<file path="config.mk">
export PLATFORM = sky130hd
export DESIGN_NAME = clkrdy_gen
export DESIGN_NICKNAME = d
export VERILOG_FILES = /design/src/rtl/crg_pkg.sv /design/src/rtl/crg_ctrl.sv /design/src/rtl/crg_datapath.sv /design/src/rtl/clkrdy_gen.sv
export SDC_FILE = /design/constraint.sdc
export NUM_CORES = 1
export LEC_CHECK = 0
export CAP_MARGIN = 0
export CORE_UTILIZATION = 45
export CTS_CLUSTER_DIAMETER = 50
export DETAILED_ROUTE_END_ITERATION = 8
export PLACE_DENSITY = 0.78
export SYNTH_ARGS = -nofsm -noshare
export SYNTH_HDL_FRONTEND = slang
export SYNTH_SLANG_ARGS = --single-unit
</file>
<file path="constraint.sdc">
create_clock -name clk -period 2.7 [get_ports clk]
set_clock_uncertainty 0.15 [all_clocks]
set_input_delay 0.27 -clock clk [delete_from_list [all_inputs] [get_ports clk]]
set_output_delay 0.27 -clock clk [all_outputs]
set_load 0.02 [all_outputs]
</file>
<file path="src/rtl/crg_pkg.sv">
package crg_pkg;
  // Strobes from control to the divider/ready datapath.
  typedef struct packed {
    logic tick;   // one selected source pulse this cycle
    logic clear;  // force dividers to phase zero and hold
  } divCtl_t;
endpackage

</file>
<file path="src/rtl/crg_ctrl.sv">
module crg_ctrl
  import crg_pkg::*;
#(
  parameter int RST_SYNC = 2,
  parameter int RST_HOLD = 4
) (
  input  logic    clk,
  input  logic    resetReqN,
  input  logic    freqSel,
  input  logic    oscTick,
  input  logic    extTick,
  input  logic    clkSync,
  input  logic    cpuFall,
  output divCtl_t ctl,
  output logic    cpuRst
);
  localparam int CW = $clog2(RST_HOLD + 1);

  logic [RST_SYNC-1:0] syncChain;
  logic                reqActive;
  logic [CW-1:0]       fallCnt;

  // Reset request synchroniser: asserts at once, releases after RST_SYNC edges.
  always_ff @(posedge clk or negedge resetReqN) begin
    if (!resetReqN) syncChain <= '0;
    else            syncChain <= {syncChain[RST_SYNC-2:0], 1'b1};
  end

  assign reqActive = ~syncChain[RST_SYNC-1];

  always_comb begin
    ctl.tick  = freqSel ? extTick : oscTick;
    ctl.clear = reqActive | clkSync;
  end

  // Stretch: release on the (RST_HOLD+1)-th processor falling edge.
  always_ff @(posedge clk or negedge resetReqN) begin
    if (!resetReqN) begin
      cpuRst  <= 1'b1;
      fallCnt <= '0;
    end else if (reqActive) begin
      cpuRst  <= 1'b1;
      fallCnt <= '0;
    end else if (cpuRst && cpuFall) begin
      if (fallCnt == CW'(RST_HOLD)) cpuRst <= 1'b0;
      else                          fallCnt <= fallCnt + CW'(1);
    end
  end
endmodule

</file>
<file path="src/rtl/crg_datapath.sv">
module crg_datapath
  import crg_pkg::*;
#(
  parameter int CPU_DIV = 3
) (
  input  logic    clk,
  input  logic    resetReqN,
  input  divCtl_t ctl,
  input  logic    asyncSelN,
  input  logic    rdyA,
  input  logic    enAN,
  input  logic    rdyB,
  input  logic    enBN,
  output logic    oscOut,
  output logic    cpuClk,
  output logic    periClk,
  output logic    ready,
  output logic    cpuFall
);
  localparam int PW = $clog2(CPU_DIV);
  localparam logic [PW-1:0] LAST = PW'(CPU_DIV - 1);

  logic [PW-1:0] phase;
  logic          periPhase;
  logic          cpuRise;
  logic          readyRaw;
  logic          stageOne;
  logic          readyQ;

  always_ff @(posedge clk or negedge resetReqN) begin
    if (!resetReqN) begin
      oscOut    <= 1'b0;
      phase     <= '0;
      periPhase <= 1'b0;
    end else begin
      oscOut <= ctl.tick;
      if (ctl.clear) begin
        phase     <= '0;
        periPhase <= 1'b0;
      end else if (ctl.tick) begin
        if (phase == LAST) begin
          phase     <= '0;
          periPhase <= ~periPhase;
        end else begin
          phase <= phase + PW'(1);
        end
      end
    end
  end

  assign cpuClk  = (phase == '0);
  assign periClk = periPhase;
  assign cpuFall = ctl.tick & ~ctl.clear & (phase == '0);
  assign cpuRise = ctl.tick & ~ctl.clear & (phase == LAST);

  assign readyRaw = (rdyA & ~enAN) | (rdyB & ~enBN);

  always_ff @(posedge clk or negedge resetReqN) begin
    if (!resetReqN) begin
      stageOne <= 1'b0;
      readyQ   <= 1'b0;
    end else begin
      if (cpuRise) stageOne <= readyRaw;
      if (cpuFall) readyQ   <= asyncSelN ? readyRaw : stageOne;
    end
  end

  assign ready = readyQ;
endmodule

</file>
<file path="src/rtl/clkrdy_gen.sv">
module clkrdy_gen
  import crg_pkg::*;
#(
  parameter int CPU_DIV  = 3,
  parameter int RST_SYNC = 2,
  parameter int RST_HOLD = 4
) (
  input  logic clk,
  input  logic resetReqN,
  input  logic freqSel,
  input  logic oscTick,
  input  logic extTick,
  input  logic clkSync,
  input  logic asyncSelN,
  input  logic rdyA,
  input  logic enAN,
  input  logic rdyB,
  input  logic enBN,
  output logic oscOut,
  output logic cpuClk,
  output logic periClk,
  output logic cpuRst,
  output logic ready
);
  divCtl_t ctl;
  logic    cpuFall;

  crg_ctrl #(.RST_SYNC(RST_SYNC), .RST_HOLD(RST_HOLD)) u_ctrl (
    .clk(clk), .resetReqN(resetReqN), .freqSel(freqSel),
    .oscTick(oscTick), .extTick(extTick), .clkSync(clkSync),
    .cpuFall(cpuFall), .ctl(ctl), .cpuRst(cpuRst)
  );

  crg_datapath #(.CPU_DIV(CPU_DIV)) u_dp (
    .clk(clk), .resetReqN(resetReqN), .ctl(ctl), .asyncSelN(asyncSelN),
    .rdyA(rdyA), .enAN(enAN), .rdyB(rdyB), .enBN(enBN),
    .oscOut(oscOut), .cpuClk(cpuClk), .periClk(periClk),
    .ready(ready), .cpuFall(cpuFall)
  );
endmodule

</file>
Word-level counts from Yosys, hierarchy flattened. Index checks and enable logic that the tools add are counted.

Equality and inequality tests: 5. Multipliers: 0. Reductions and logical operators: 7. Add/sub/neg operators: 2. Order comparisons: 0. Mux-type cells: 14. Shift-type cells: 0. Bitwise logic cells: 12. Div/mod/pow operators: 0.

Operator list (number): $mux W3 (3); $mux W1 (8); $mux W2 (3); $ne A2 B2 Y1 const B (3); $reduce_and A2 Y1 (3); $and A1 B1 Y1 (5); $not A1 Y1 (5); $reduce_bool A2 Y1 (2); $add A3 B1 Y3 const B (1); $eq A3 B3 Y1 const B (1); $add A2 B1 Y2 const B (1); $eq A2 B2 Y1 const B (1); $logic_not A2 Y1 (1); $or A1 B1 Y1 (2); $logic_and A1 B1 Y1 (1).

Memories: 0. Input bits: 11. Logic and storage cells: 48. Bits in latches: 0. Bits in writable memories: 0. Register bits: 12. Output and inout port bits: 5. Memory bits (read-only): 0.

Logic depth before layout (Yosys ltp). Gate-level depths: netlist of run 1.

Depth after elaboration: 8. Gate-level depth with buffers: 5. Depth with buffers taken out: 5.

Hierarchy. A second synthesis of run 1 with hierarchy kept.

Cells, all modules: 53. Area, all modules: 575.6 um2.

Modules (own cells, without submodules): crg_ctrl (seq. area each 151.4 um2, instances 1, area each 289.0 um2, cells an instance 29); crg_datapath (seq. area each 150.1 um2, instances 1, area each 286.5 um2, cells an instance 24).

Least setup slack after synthesis of run 1. Ideal clock, no wire load.

Path type: register -> register. Start: reg u_dp.phase[0]. End: reg u_dp.readyQ (netlist: u_dp.ready). Setup slack: 1.282 ns. Cell stages (with the launch flop): 5. Data arrival time: 1.143 ns. Cell sequence: dfrtp_1 > clkbuf_1 > nor4b_4 > nand2_1 > mux2_2.

Longest elaborated chain between the ends: 2.

Ends and longest elaborated chain: start, declared (RTL line crg_datapath.sv:23) `logic [PW-1:0] phase;`; start signal, assigned (RTL line crg_datapath.sv:45) `phase <= phase + PW'(1);`; $logic_not A2 Y1 (RTL line crg_datapath.sv:53) `assign cpuFall = ctl.tick & ~ctl.clear & (phase == '0);`; $and A1 B1 Y1 (RTL line crg_datapath.sv:53); end signal, assigned (RTL line crg_datapath.sv:64) `if (cpuFall) readyQ <= asyncSelN ? readyRaw : stageOne;`; end, declared (RTL line crg_datapath.sv:28) `logic readyQ;`.

Every way passes these cells. A chain may end at the register's enable or synchronous reset.

Worst setup path after layout of run 1.
Start: reg u_dp.phase[0]. End: out cpuClk.

Longest elaborated chain between the ends: 1.

Ends and longest elaborated chain: $logic_not A2 Y1 (RTL line crg_datapath.sv:51) `assign cpuClk = (phase == '0);`; end, declared (RTL line clkrdy_gen.sv:20) `output logic cpuClk,`.

Every way passes these cells.

==> results by group, run 1 <==
Run status
  – Status: finished, final reports clean

Critical path
  – Max incr delay on CP: 610 ps
  – Delay-heaviest family, CP: buffers and inverters
  – Required @ worst endpoint: 2280 ps
  – Cell at the slowest stage of the critical path: clkdlybuf4s50_1
  – CP Cell Sequence: nor2_1 -> clkdlybuf4s50_1
  – Worst R2R Start: u_ctrl.fallCnt[0]$_DFFE_PN0P_
  – Worst Setup SP: u_dp.phase[0]$_DFFE_PN0P_
  – Critical path type: flop to output pin
  – Data arrival time of the critical path: 1480 ps
  – Worst setup SP type: flop
  – Crit Path Max Fanout: 9
  – Setup crit end kind: output pin
  – Crit path buffers/inverters: 1

GRT
  – Largest net degree at the start of global routing: 13
  – Vias in the first global route: 395
  – First-pass GRT wire length: 1.61 mm
  – Tot GR Track Use: 17.0%
  – GRT overflow: 0
  – Antenna violations before repair: 0

STA
  – Fmax: 528 MHz
  – Slew at the pin closest to its max-slew limit: 510 ps
  – Tmin final: 1900 ps
  – Final Cycle Share: 70.2%
  – Setup_tns: 0 ps
  – Worst hold margin: 187 ps
  – Fin. max-slew vios: 0
  – RSZ-0062 raised after global routing: false
  – Final Hold Vio Count: 0
  – # setup viols final: 0
  – Rel. slew slack: 65.9%

Detailed routing
  – Drt via density: 5.15
  – Drt first pass iters: 3
  – ANT nets after route: 0
  – Avg WL per Cell: 11.6 um
  – Total number of vias: 448
  – Final WL: 1.01 mm
  – Drc violations: 0
  – DRT iter0 DRCs: 2

Final layout
  – Nets: 87
  – Finished Core Util: 67.8%
  – Commonest cells after routing, fill and taps aside: clkdlybuf4s50_1, dfrtp_1, nand2_1
  – FF/Latch Area: 302 um^2
  – ANT cells: 0
  – Fin area: 795 um^2
  – Share of cells above drive strength 1: 15.1%
  – Commonest non-fill, non-tap cell in the layout: clkdlybuf4s50_1
  – Area growth syn-to-layout: 33.7%
  – Area of the multi-input gates: 274 um^2
  – Filler cells: 106

Synth
  – Syn nets: 68
  – Count of different cell masters after synthesis: 25
  – Ys Warns: 0
  – FF+latch count, synth: 12
  – Primary FF master, synth: dfrtp_1
  – Asr flop ratio synth: 100%
  – Synthesized area: 594 um^2
  – Post-synth EDFFs: 0
  – Register area share after synthesis: 50.7%
  – Cells after Synth: 55
  – Syn avg cell area: 10.8 um^2

Floorplan
  – Die height: 38.3 um
  – Die area: 0.00147 mm^2
  – Placement Rows: 12
  – IO Count: 16
  – DIE WIDTH: 38.3 um
  – Starting density of the core: 50.7%
  – CORE AREA: 0.00117 mm^2

Power
  – Pwr Density: 504 mW/mm^2
  – P_leak: 0.350 nW
  – Power, Total: 0.000400 W
  – Peak supply drop: 0.320 mV

Placed design
  – HPWL after DPL: 827 um
  – Port buffer count: 15
  – GPL Wtd Cong: 0.707
  – Dpl cell area: 758 um^2

Clock network
  – CTS tree: yes
  – # Post-CTS Setup Buffers: 0
  – Num Clock Sinks: 12
  – Clk buf depth: 2
  – Root Buffer: clkbuf_4
  – Hold Buf Count CTS: 0
  – Post_cts resized: 0
  – H-tree levels: 1
  – Worst skew pair latency: 270 ps
  – CTS Buf Count: 3
  – Clock-pin slew on the worst setup and hold paths: 70 ps

Run
  – Max Cap Violations: 0

Worst hold path
  – Hold WC Path Type: input port to async pin
worst paths after layout:
check,cells past startpoint,slack (ps),to
min in group clk,0,210,u_ctrl.syncChain[1]$_DFF_PN0_
worst min-delay path,1,190,u_dp.oscOut$_DFF_PN0_
worst max-delay path,2,800,cpuClk
max in group asynchronous,1,1850,u_ctrl.cpuRst$_DFFE_PN1P_
worst max register to register,5,1190,u_ctrl.fallCnt[1]$_DFFE_PN0P_
worst min register to register,0,210,u_ctrl.syncChain[1]$_DFF_PN0_
worst register-to-register path, delay by kind of cell, from the launching register on:
family / cells / cell delay (ps)
AND/OR/NAND/NOR: 1 / 190
buffers and inverters: 1 / 60
AO/OA/AOI/OAI: 1 / 250
multiplexers: 1 / 160
adder cells (fa/ha/maj): 1 / 200
flip-flops: 1 / 390
per-layer routing:
metal	routed length (um)	GRT usage [%]
met5	0	0
met4	15	10.3
met3	46	6.98
met2	493	25.4
met1	449	20.3
registers in the layout, indices dropped and copies added, names as in the netlist:
signal            count
u_dp.phase            2
u_ctrl.syncChain      2
u_ctrl.cpuRst         1
u_dp.stageOne         1
u_dp.ready            1
u_ctrl.fallCnt        3
u_dp.periClk          1
u_dp.oscOut           1
per-stage QoR:
step / cells / setup WS (ps)
floorplan: 55 / 1280
global placement: 83 / 720
detailed placement: 83 / 645
CTS: 87 / 787
global route: 87 / 745
finish: 87 / 804
layout make-up:
cell class                      count  share of cell area, %
Timing Repair Buffer               15                   18.9
Tap cell                           14                   2.20
Inverter                            4                   1.89
Sequential cell                    12                   38.0
Multi-Input combinational cell     38                   34.5
Clock buffer                        4                   4.57
where the power goes:
part	internal (W)	total [W]	switching (W)
clock	0.0000820	0.000137	0.0000546
sequential	0.000190	0.000198	0.00000863
combinational	0.0000360	0.0000652	0.0000292
kinds of logic after synthesis:
kind of cell               Yosys count  synth area share, %
muxes                                5                 9.26
adders and majority gates            2                 4.21
buffers and inverters                5                 3.16
and+or+nand+nor                     21                 21.5
DFF                                 12                 50.7
AOI/OAI and AO/OA                    9                 10.5
other                                1                0.631
synthesized netlist by cell type (2+ instances only):
cell type | instances | area [um^2]
a21oi_1 | 3 | 15.0
dfrtp_1 | 11 | 275
ha_1 | 2 | 25.0
inv_1 | 3 | 11.3
mux2i_1 | 3 | 30.0
nand2_1 | 7 | 26.3
nand2b_1 | 4 | 25.0
nand3_1 | 2 | 10.0
nand4_1 | 2 | 12.5
nor2_1 | 2 | 7.51
o31ai_1 | 2 | 15.0
(Power assumes the default switching activity.)
==> run 2, diff against run 1 <==
==> constraint.sdc (replaced) <==
create_clock -name clk -period 1.9 [get_ports clk]
set_clock_uncertainty 0.15 [all_clocks]
set_input_delay 0.19 -clock clk [delete_from_list [all_inputs] [get_ports clk]]
set_output_delay 0.19 -clock clk [all_outputs]
set_load 0.02 [all_outputs]
==> run 2 against run 1 <==
  * Core utilization grew 0.64 points
  * Die area did not move
  * Non-clock buffer count is 1 higher
  * Sequential cell count stayed put
  * Count of clock-buffer cells in the layout stayed put
  * Sequential power is 42% higher
  * Cell count increased by 1.1%
  * Cell area increased by 0.94%
  * Largest power group unchanged
  * Power up 45%
==> results by group, run 2 (synthesis results as in run 1) <==
Critical path
  – Worst Setup SP: u_dp.phase[0]$_DFFE_PN0P_
  – Required @ worst endpoint: 1560 ps (-720 ps)
  – Worst setup SP type: flop
  – Setup crit end kind: output pin
  – CP endpoint: cpuClk
  – Capture point of the worst reg-to-reg path: u_ctrl.fallCnt[1]$_DFFE_PN0P_
  – Data arrival time of the critical path: 1500 ps (+20 ps)
  – Critical path type: flop to output pin
  – R2r setup slk: 380 ps (-810 ps)
  – Crit Path Max Fanout: 9 (unchanged)
  – Worst R2R Start: u_ctrl.fallCnt[0]$_DFFE_PN0P_
  – Worst R2R Path Depth: 5 (unchanged)

Clock network
  – # Post-CTS Setup Buffers: 0 (unchanged)
  – H-tree levels: 1 (unchanged)
  – Num Clock Sinks: 12 (unchanged)
  – Hold Buf Count CTS: 0 (unchanged)
  – Clk buf depth: 2 (unchanged)
  – Worst skew pair latency: 270 ps (about the same)
  – Post_cts resized: 0 (unchanged)
  – Clock-pin slew on the worst setup and hold paths: 80 ps (about the same)
  – CTS Buf Count: 3 (unchanged)
  – Root Buffer: clkbuf_4
  – CTS tree: yes

Detailed routing
  – Avg WL per Cell: 11.8 um (+1.7%)
  – Final WL: 1.03 mm (+2.9%)
  – WL met2: 507 um (+2.8%)
  – Met3 WL: 38 um (-17%)
  – Wl on met1: 479 um (+6.7%)
  – Top routing layer used: met4
  – Drt first pass iters: 4 (+1)
  – Drc violations: 0 (unchanged)
  – Total number of vias: 471 (+5.1%)
  – ANT nets after route: 0 (unchanged)
  – DRT iter0 DRCs: 27 (+25)
  – Drt via density: 5.35 (+3.9%)

Power
  – Peak supply drop: 0.542 mV (+69%)
  – Internal: 0.000439 W (+43%)
  – Sequential share of power: 48.6% (-1.0 points)
  – Switch share: 24.2% (+1.1 points)
  – Power, Total: 0.000579 W (+45%)
  – P_leak: 0.355 nW (+1.4%)
  – Clock power share: 35.1% (+1.0 points)
  – Logic pwr share: 16.3% (about the same)
  – Pwr Density: 722 mW/mm^2 (+43%)
  – NetSw: 0.000140 W (+52%)

STA
  – Fmax: 544 MHz
  – Final Hold Vio Count: 0 (unchanged)
  – Rel. slew slack: 65.1% (-0.77 points)
  – Slew at the pin closest to its max-slew limit: 522 ps (+11.5 ps)
  – Tmin final: 1840 ps
  – RSZ-0062 raised after global routing: false
  – Fin. max-slew vios: 0 (unchanged)
  – Final Cycle Share: 96.7%
  – Setup_tns: 0 ps (unchanged)
  – Worst hold margin: 108 ps (-79.3 ps)
  – # setup viols final: 0 (unchanged)

Placed design
  – GPL Wtd Cong: 0.674 (-4.7%)
  – HPWL after DPL: 789 um (-4.6%)
  – Port buffer count: 15 (unchanged)

Final layout
  – Commonest cells after routing, fill and taps aside: clkdlybuf4s50_1, dfrtp_1, nand2_1
  – Commonest non-fill, non-tap cell in the layout: clkdlybuf4s50_1
  – Area growth syn-to-layout: 34.9%
  – Finished Core Util: 68.5% (+0.64 points)
  – ANT cells: 0 (unchanged)
  – Number of flip-flops under the largest register name: 3 (unchanged)
  – Share of cells above drive strength 1: 16.2% (+1.1 points)
  – Biggest register: u_ctrl.fallCnt
  – Biggest regs: u_ctrl.fallCnt (3), u_ctrl.syncChain (2), u_dp.phase (2)
  – Nets: 88 (+1.1%)

Floorplan
  – CORE AREA: 0.00117 mm^2 (unchanged)
  – Placement Rows: 12 (unchanged)
  – Starting density of the core: 50.7% (unchanged)
  – IO Count: 16 (unchanged)
  – DIE WIDTH: 38.3 um (unchanged)
  – Die area: 0.00147 mm^2 (unchanged)
  – Die height: 38.3 um (unchanged)

GRT
  – Antenna violations before repair: 0 (unchanged)
  – First-pass GRT wire length: 1.68 mm (+3.8%)
  – Vias in the first global route: 391 (-1.0%)
  – Largest net degree at the start of global routing: 13 (unchanged)
  – Tot GR Track Use: 17.7% (+0.62 points)
  – GRT overflow: 0 (unchanged)

Run status
  – Status: finished, final reports clean

Worst hold path
  – Hold WC Path Type: input port to async pin

Run
  – Max Cap Violations: 0 (unchanged)
run 2: cell types whose count changed in the layout (fill, tap and decap cells not counted), sizes merged:
cell,previous run,this run
buf,0,1
run 2: cell type report:
class	count	area, um^2
flip-flops and latches	12	302
clock buffers	4	36.3
multi-input cells	38	274
repair buffers	16	158
inverters	4	15.0
well taps	14	17.5
fillers	90	369
run 2: power by group through the flow:
stage / registers [W] / clock network, W / logic, W
6_report: 0.000282 / 0.000203 / 0.0000945
5_1_grt: 0.000284 / 0.000225 / 0.000103
4_1_cts: 0.000282 / 0.000211 / 0.0000954
3_5_place_dp: 0.000287 / 0 / 0.0000951
3_3_place_gp: 0.000286 / 0 / 0.0000927
2_1_floorplan: 0.000291 / 0 / 0.0000378
run 2: worst min-delay path by stage:
stage / to / slack, ps / depth (start not counted)
2_1_floorplan: u_ctrl.fallCnt[0]$_DFFE_PN0P_ / -260 / 0
3_3_place_gp: u_ctrl.syncChain[1]$_DFF_PN0_ / 190 / 0
3_5_place_dp: u_ctrl.syncChain[1]$_DFF_PN0_ / 190 / 0
4_1_cts: u_ctrl.fallCnt[2]$_DFFE_PN0P_ / 120 / 1
5_1_grt: u_dp.oscOut$_DFF_PN0_ / 150 / 1
6_report: u_ctrl.fallCnt[2]$_DFFE_PN0P_ / 110 / 1
run 2: metrics by stage:
| step | worst slack [ps] | area, um^2 | instances |
|---|---|---|---|
| 5_1_grt | 21.4 | 802 | 88 |
| 2_1_floorplan | 482 | 594 | 55 |
| 3_5_place_dp | 158 | 766 | 84 |
| 6_report | 62.6 | 802 | 88 |
| 3_3_place_gp | 205 | 766 | 84 |
| 4_1_cts | 56.5 | 802 | 88 |
run 2: per-layer routing:
metal  up-vias  track usage, %
met3         2            5.23
met5         -               0
met4         0            12.9
li1        232               -
met2         9            23.7
met1       228            23.7
run 2: critical path: stages (launching register included):
cell and delay, ps:
dfrtp_1 490, nor2_1 130, clkdlybuf4s50_1 610
==> run 3, diff against run 2 <==
--- a/config.mk
+++ b/config.mk
@@ -10,6 +10,7 @@
 export CTS_CLUSTER_DIAMETER = 50
 export DETAILED_ROUTE_END_ITERATION = 8
 export PLACE_DENSITY = 0.78
+export SETUP_SLACK_MARGIN = 0.1
 export SYNTH_ARGS = -nofsm -noshare
 export SYNTH_HDL_FRONTEND = slang
 export SYNTH_SLANG_ARGS = --single-unit
==> run 3 against run 2 <==
  * Via count is 0.64% higher
  * Worst hold slack better by 0.66 ps
  * Global-route usage stayed put
  * Sequential share of layout area grew 0.059 points
  * Largest cell class unchanged
  * Non-clock buffer count unchanged
  * Die area unchanged
  * Sequential power about the same
  * Cell area down 0.16%
  * Highest routed layer unchanged
  * Critical path type unchanged
==> results by group, run 3 (synthesis results as in run 1) <==
Run status
  – Status: finished, final reports clean

Power
  – NetSw: 0.000140 W (about the same)
  – Sequential share of power: 48.7% (about the same)
  – Switch share: 24.2% (+0.038 points)
  – Peak supply drop: 0.542 mV (about the same)
  – Internal: 0.000438 W (-0.23%)
  – Pwr Density: 722 mW/mm^2 (about the same)
  – Clock power share: 35.1% (about the same)
  – Logic pwr share: 16.2% (about the same)
  – P_leak: 0.353 nW (-0.35%)

Detailed routing
  – Total number of vias: 474 (+0.64%)
  – ANT nets after route: 0 (unchanged)
  – Drt first pass iters: 4 (unchanged)
  – DRT iter0 DRCs: 26 (-3.7%)
  – Drc violations: 0 (unchanged)
  – Avg WL per Cell: 11.8 um (+0.68%)
  – Drt via density: 5.39 (+0.64%)
  – Final WL: 1.04 mm (+0.68%)

Final layout
  – Commonest cells after routing, fill and taps aside: clkdlybuf4s50_1, dfrtp_1, nand2_1
  – Biggest regs: u_ctrl.fallCnt (3), u_ctrl.syncChain (2), u_dp.phase (2)
  – Fin area: 801 um^2 (-0.16%)
  – Area of the multi-input gates: 274 um^2 (unchanged)
  – ANT cells: 0 (unchanged)
  – Number of flip-flops under the largest register name: 3 (unchanged)
  – FF/Latch Area: 302 um^2 (unchanged)
  – Commonest non-fill, non-tap cell in the layout: clkdlybuf4s50_1
  – Area growth syn-to-layout: 34.7%
  – Share of cells above drive strength 1: 16.2% (unchanged)
  – Biggest register: u_ctrl.fallCnt
  – Filler cells: 91 (+1.1%)
  – Nets: 88 (unchanged)

Floorplan
  – Die height: 38.3 um (unchanged)
  – CORE AREA: 0.00117 mm^2 (unchanged)
  – IO Count: 16 (unchanged)
  – Die area: 0.00147 mm^2 (unchanged)
  – Starting density of the core: 50.7% (unchanged)
  – Placement Rows: 12 (unchanged)
  – DIE WIDTH: 38.3 um (unchanged)

GRT
  – First-pass GRT wire length: 1.68 mm (unchanged)
  – Antenna violations before repair: 0 (unchanged)
  – Largest net degree at the start of global routing: 13 (unchanged)
  – Tot GR Track Use: 17.7% (unchanged)
  – Vias in the first global route: 391 (unchanged)
  – GRT overflow: 0 (unchanged)

STA
  – Final Cycle Share: 92.1% (-4.6 points)
  – Final Hold Vio Count: 0 (unchanged)
  – Fmax: 572 MHz (+5.0%)
  – Worst hold margin: 108 ps (+0.664 ps)
  – Fin. max-slew vios: 0 (unchanged)
  – Worst setup margin: 151 ps (+87.9 ps)
  – Slew at the pin closest to its max-slew limit: 523 ps (+1.09 ps)
  – Rel. slew slack: 65.0% (-0.073 points)
  – Tmin final: 1750 ps (-87.9 ps)
  – RSZ-0062 raised after global routing: false
  – # setup viols final: 0 (unchanged)
  – Setup_tns: 0 ps (unchanged)

Critical path
  – R2r setup slk: 390 ps (about the same)
  – Capture point of the worst reg-to-reg path: u_ctrl.fallCnt[1]$_DFFE_PN0P_
  – Delay-heaviest family, CP: buffers and inverters
  – Worst R2R Path Depth: 5 (unchanged)
  – Crit path buffers/inverters: 1 (unchanged)
  – Data arrival time of the critical path: 1410 ps (-90 ps)
  – Critical path type: flop to output pin
  – Crit Path Max Fanout: 3 (-6)
  – Worst R2R Start: u_ctrl.fallCnt[0]$_DFFE_PN0P_
  – Max incr delay on CP: 600 ps (about the same)
  – Worst setup SP type: flop
  – CP Cell Sequence: clkdlybuf4s50_1
  – Setup crit end kind: output pin
  – Cell at the slowest stage of the critical path: clkdlybuf4s50_1
  – Required @ worst endpoint: 1560 ps (about the same)

Clock network
  – # Post-CTS Setup Buffers: 0 (unchanged)
  – CTS tree: yes
  – Clock-pin slew on the worst setup and hold paths: 80 ps (about the same)
  – Root Buffer: clkbuf_4
  – H-tree levels: 1 (unchanged)
  – Hold Buf Count CTS: 0 (unchanged)
  – Worst skew pair latency: 270 ps (about the same)
  – Post_cts resized: 1 (+1)
  – Num Clock Sinks: 12 (unchanged)
  – Clk buf depth: 2 (unchanged)
  – CTS Buf Count: 3 (unchanged)

Placed design
  – Port buffer count: 15 (unchanged)
  – Dpl cell area: 766 um^2 (unchanged)
  – GPL Wtd Cong: 0.674 (unchanged)
  – HPWL after DPL: 789 um (unchanged)
  – Setup WS pre-CTS: 158 ps (unchanged)

Worst hold path
  – Hold WC Path Type: input port to async pin

Run
  – Max Cap Violations: 0 (unchanged)
run 3: cell types whose count changed in the layout (fill, tap and decap cells not counted):
cell and delta:
clkdlybuf4s50_1 -1, dlygate4sd2_1 +1
run 3: worst max path at each step:
stage	from	endpoint	slack [ps]	depth (start not counted)
floorplan	u_dp.phase[0]$_DFFE_PN0P_	u_dp.ready$_DFFE_PN0P_	480	4
global placement	freqSel	u_dp.ready$_DFFE_PN0P_	210	5
detailed placement	freqSel	u_dp.phase[0]$_DFFE_PN0P_	160	5
CTS	u_ctrl.cpuRst$_DFFE_PN1P_	cpuRst	130	1
global route	u_ctrl.cpuRst$_DFFE_PN1P_	cpuRst	110	1
finish	u_ctrl.cpuRst$_DFFE_PN1P_	cpuRst	150	1
run 3: metal layers:
layer | part of all wire, % | global-route usage, %
met5 | 0 | 0
met3 | 3.9 | 5.23
met2 | 49 | 23.7
met1 | 46 | 23.7
met4 | 0.77 | 12.9
run 3: power by group through the flow:
stage | registers (W) | logic, W | clock network (W)
2_1_floorplan | 0.000291 | 0.0000378 | 0
3_3_place_gp | 0.000286 | 0.0000927 | 0
3_5_place_dp | 0.000287 | 0.0000951 | 0
4_1_cts | 0.000282 | 0.0000944 | 0.000211
6_report | 0.000282 | 0.0000936 | 0.000203
5_1_grt | 0.000284 | 0.000102 | 0.000225
run 3: final cells by class:
type | count | share of cell area, %
inverter | 4 | 1.88
tap | 14 | 2.19
multi-input combinational | 38 | 34.2
timing repair buffer | 16 | 19.5
clock buffer | 4 | 4.53
sequential | 12 | 37.7
run 3: metrics by stage:
step                cells  total power (W)  utilization (%)
floorplan              55         0.000329                -
global placement       84         0.000379             65.4
detailed placement     84         0.000382             65.4
CTS                    88         0.000587             68.4
global route           88         0.000610             68.4
finish                 88         0.000578             68.4
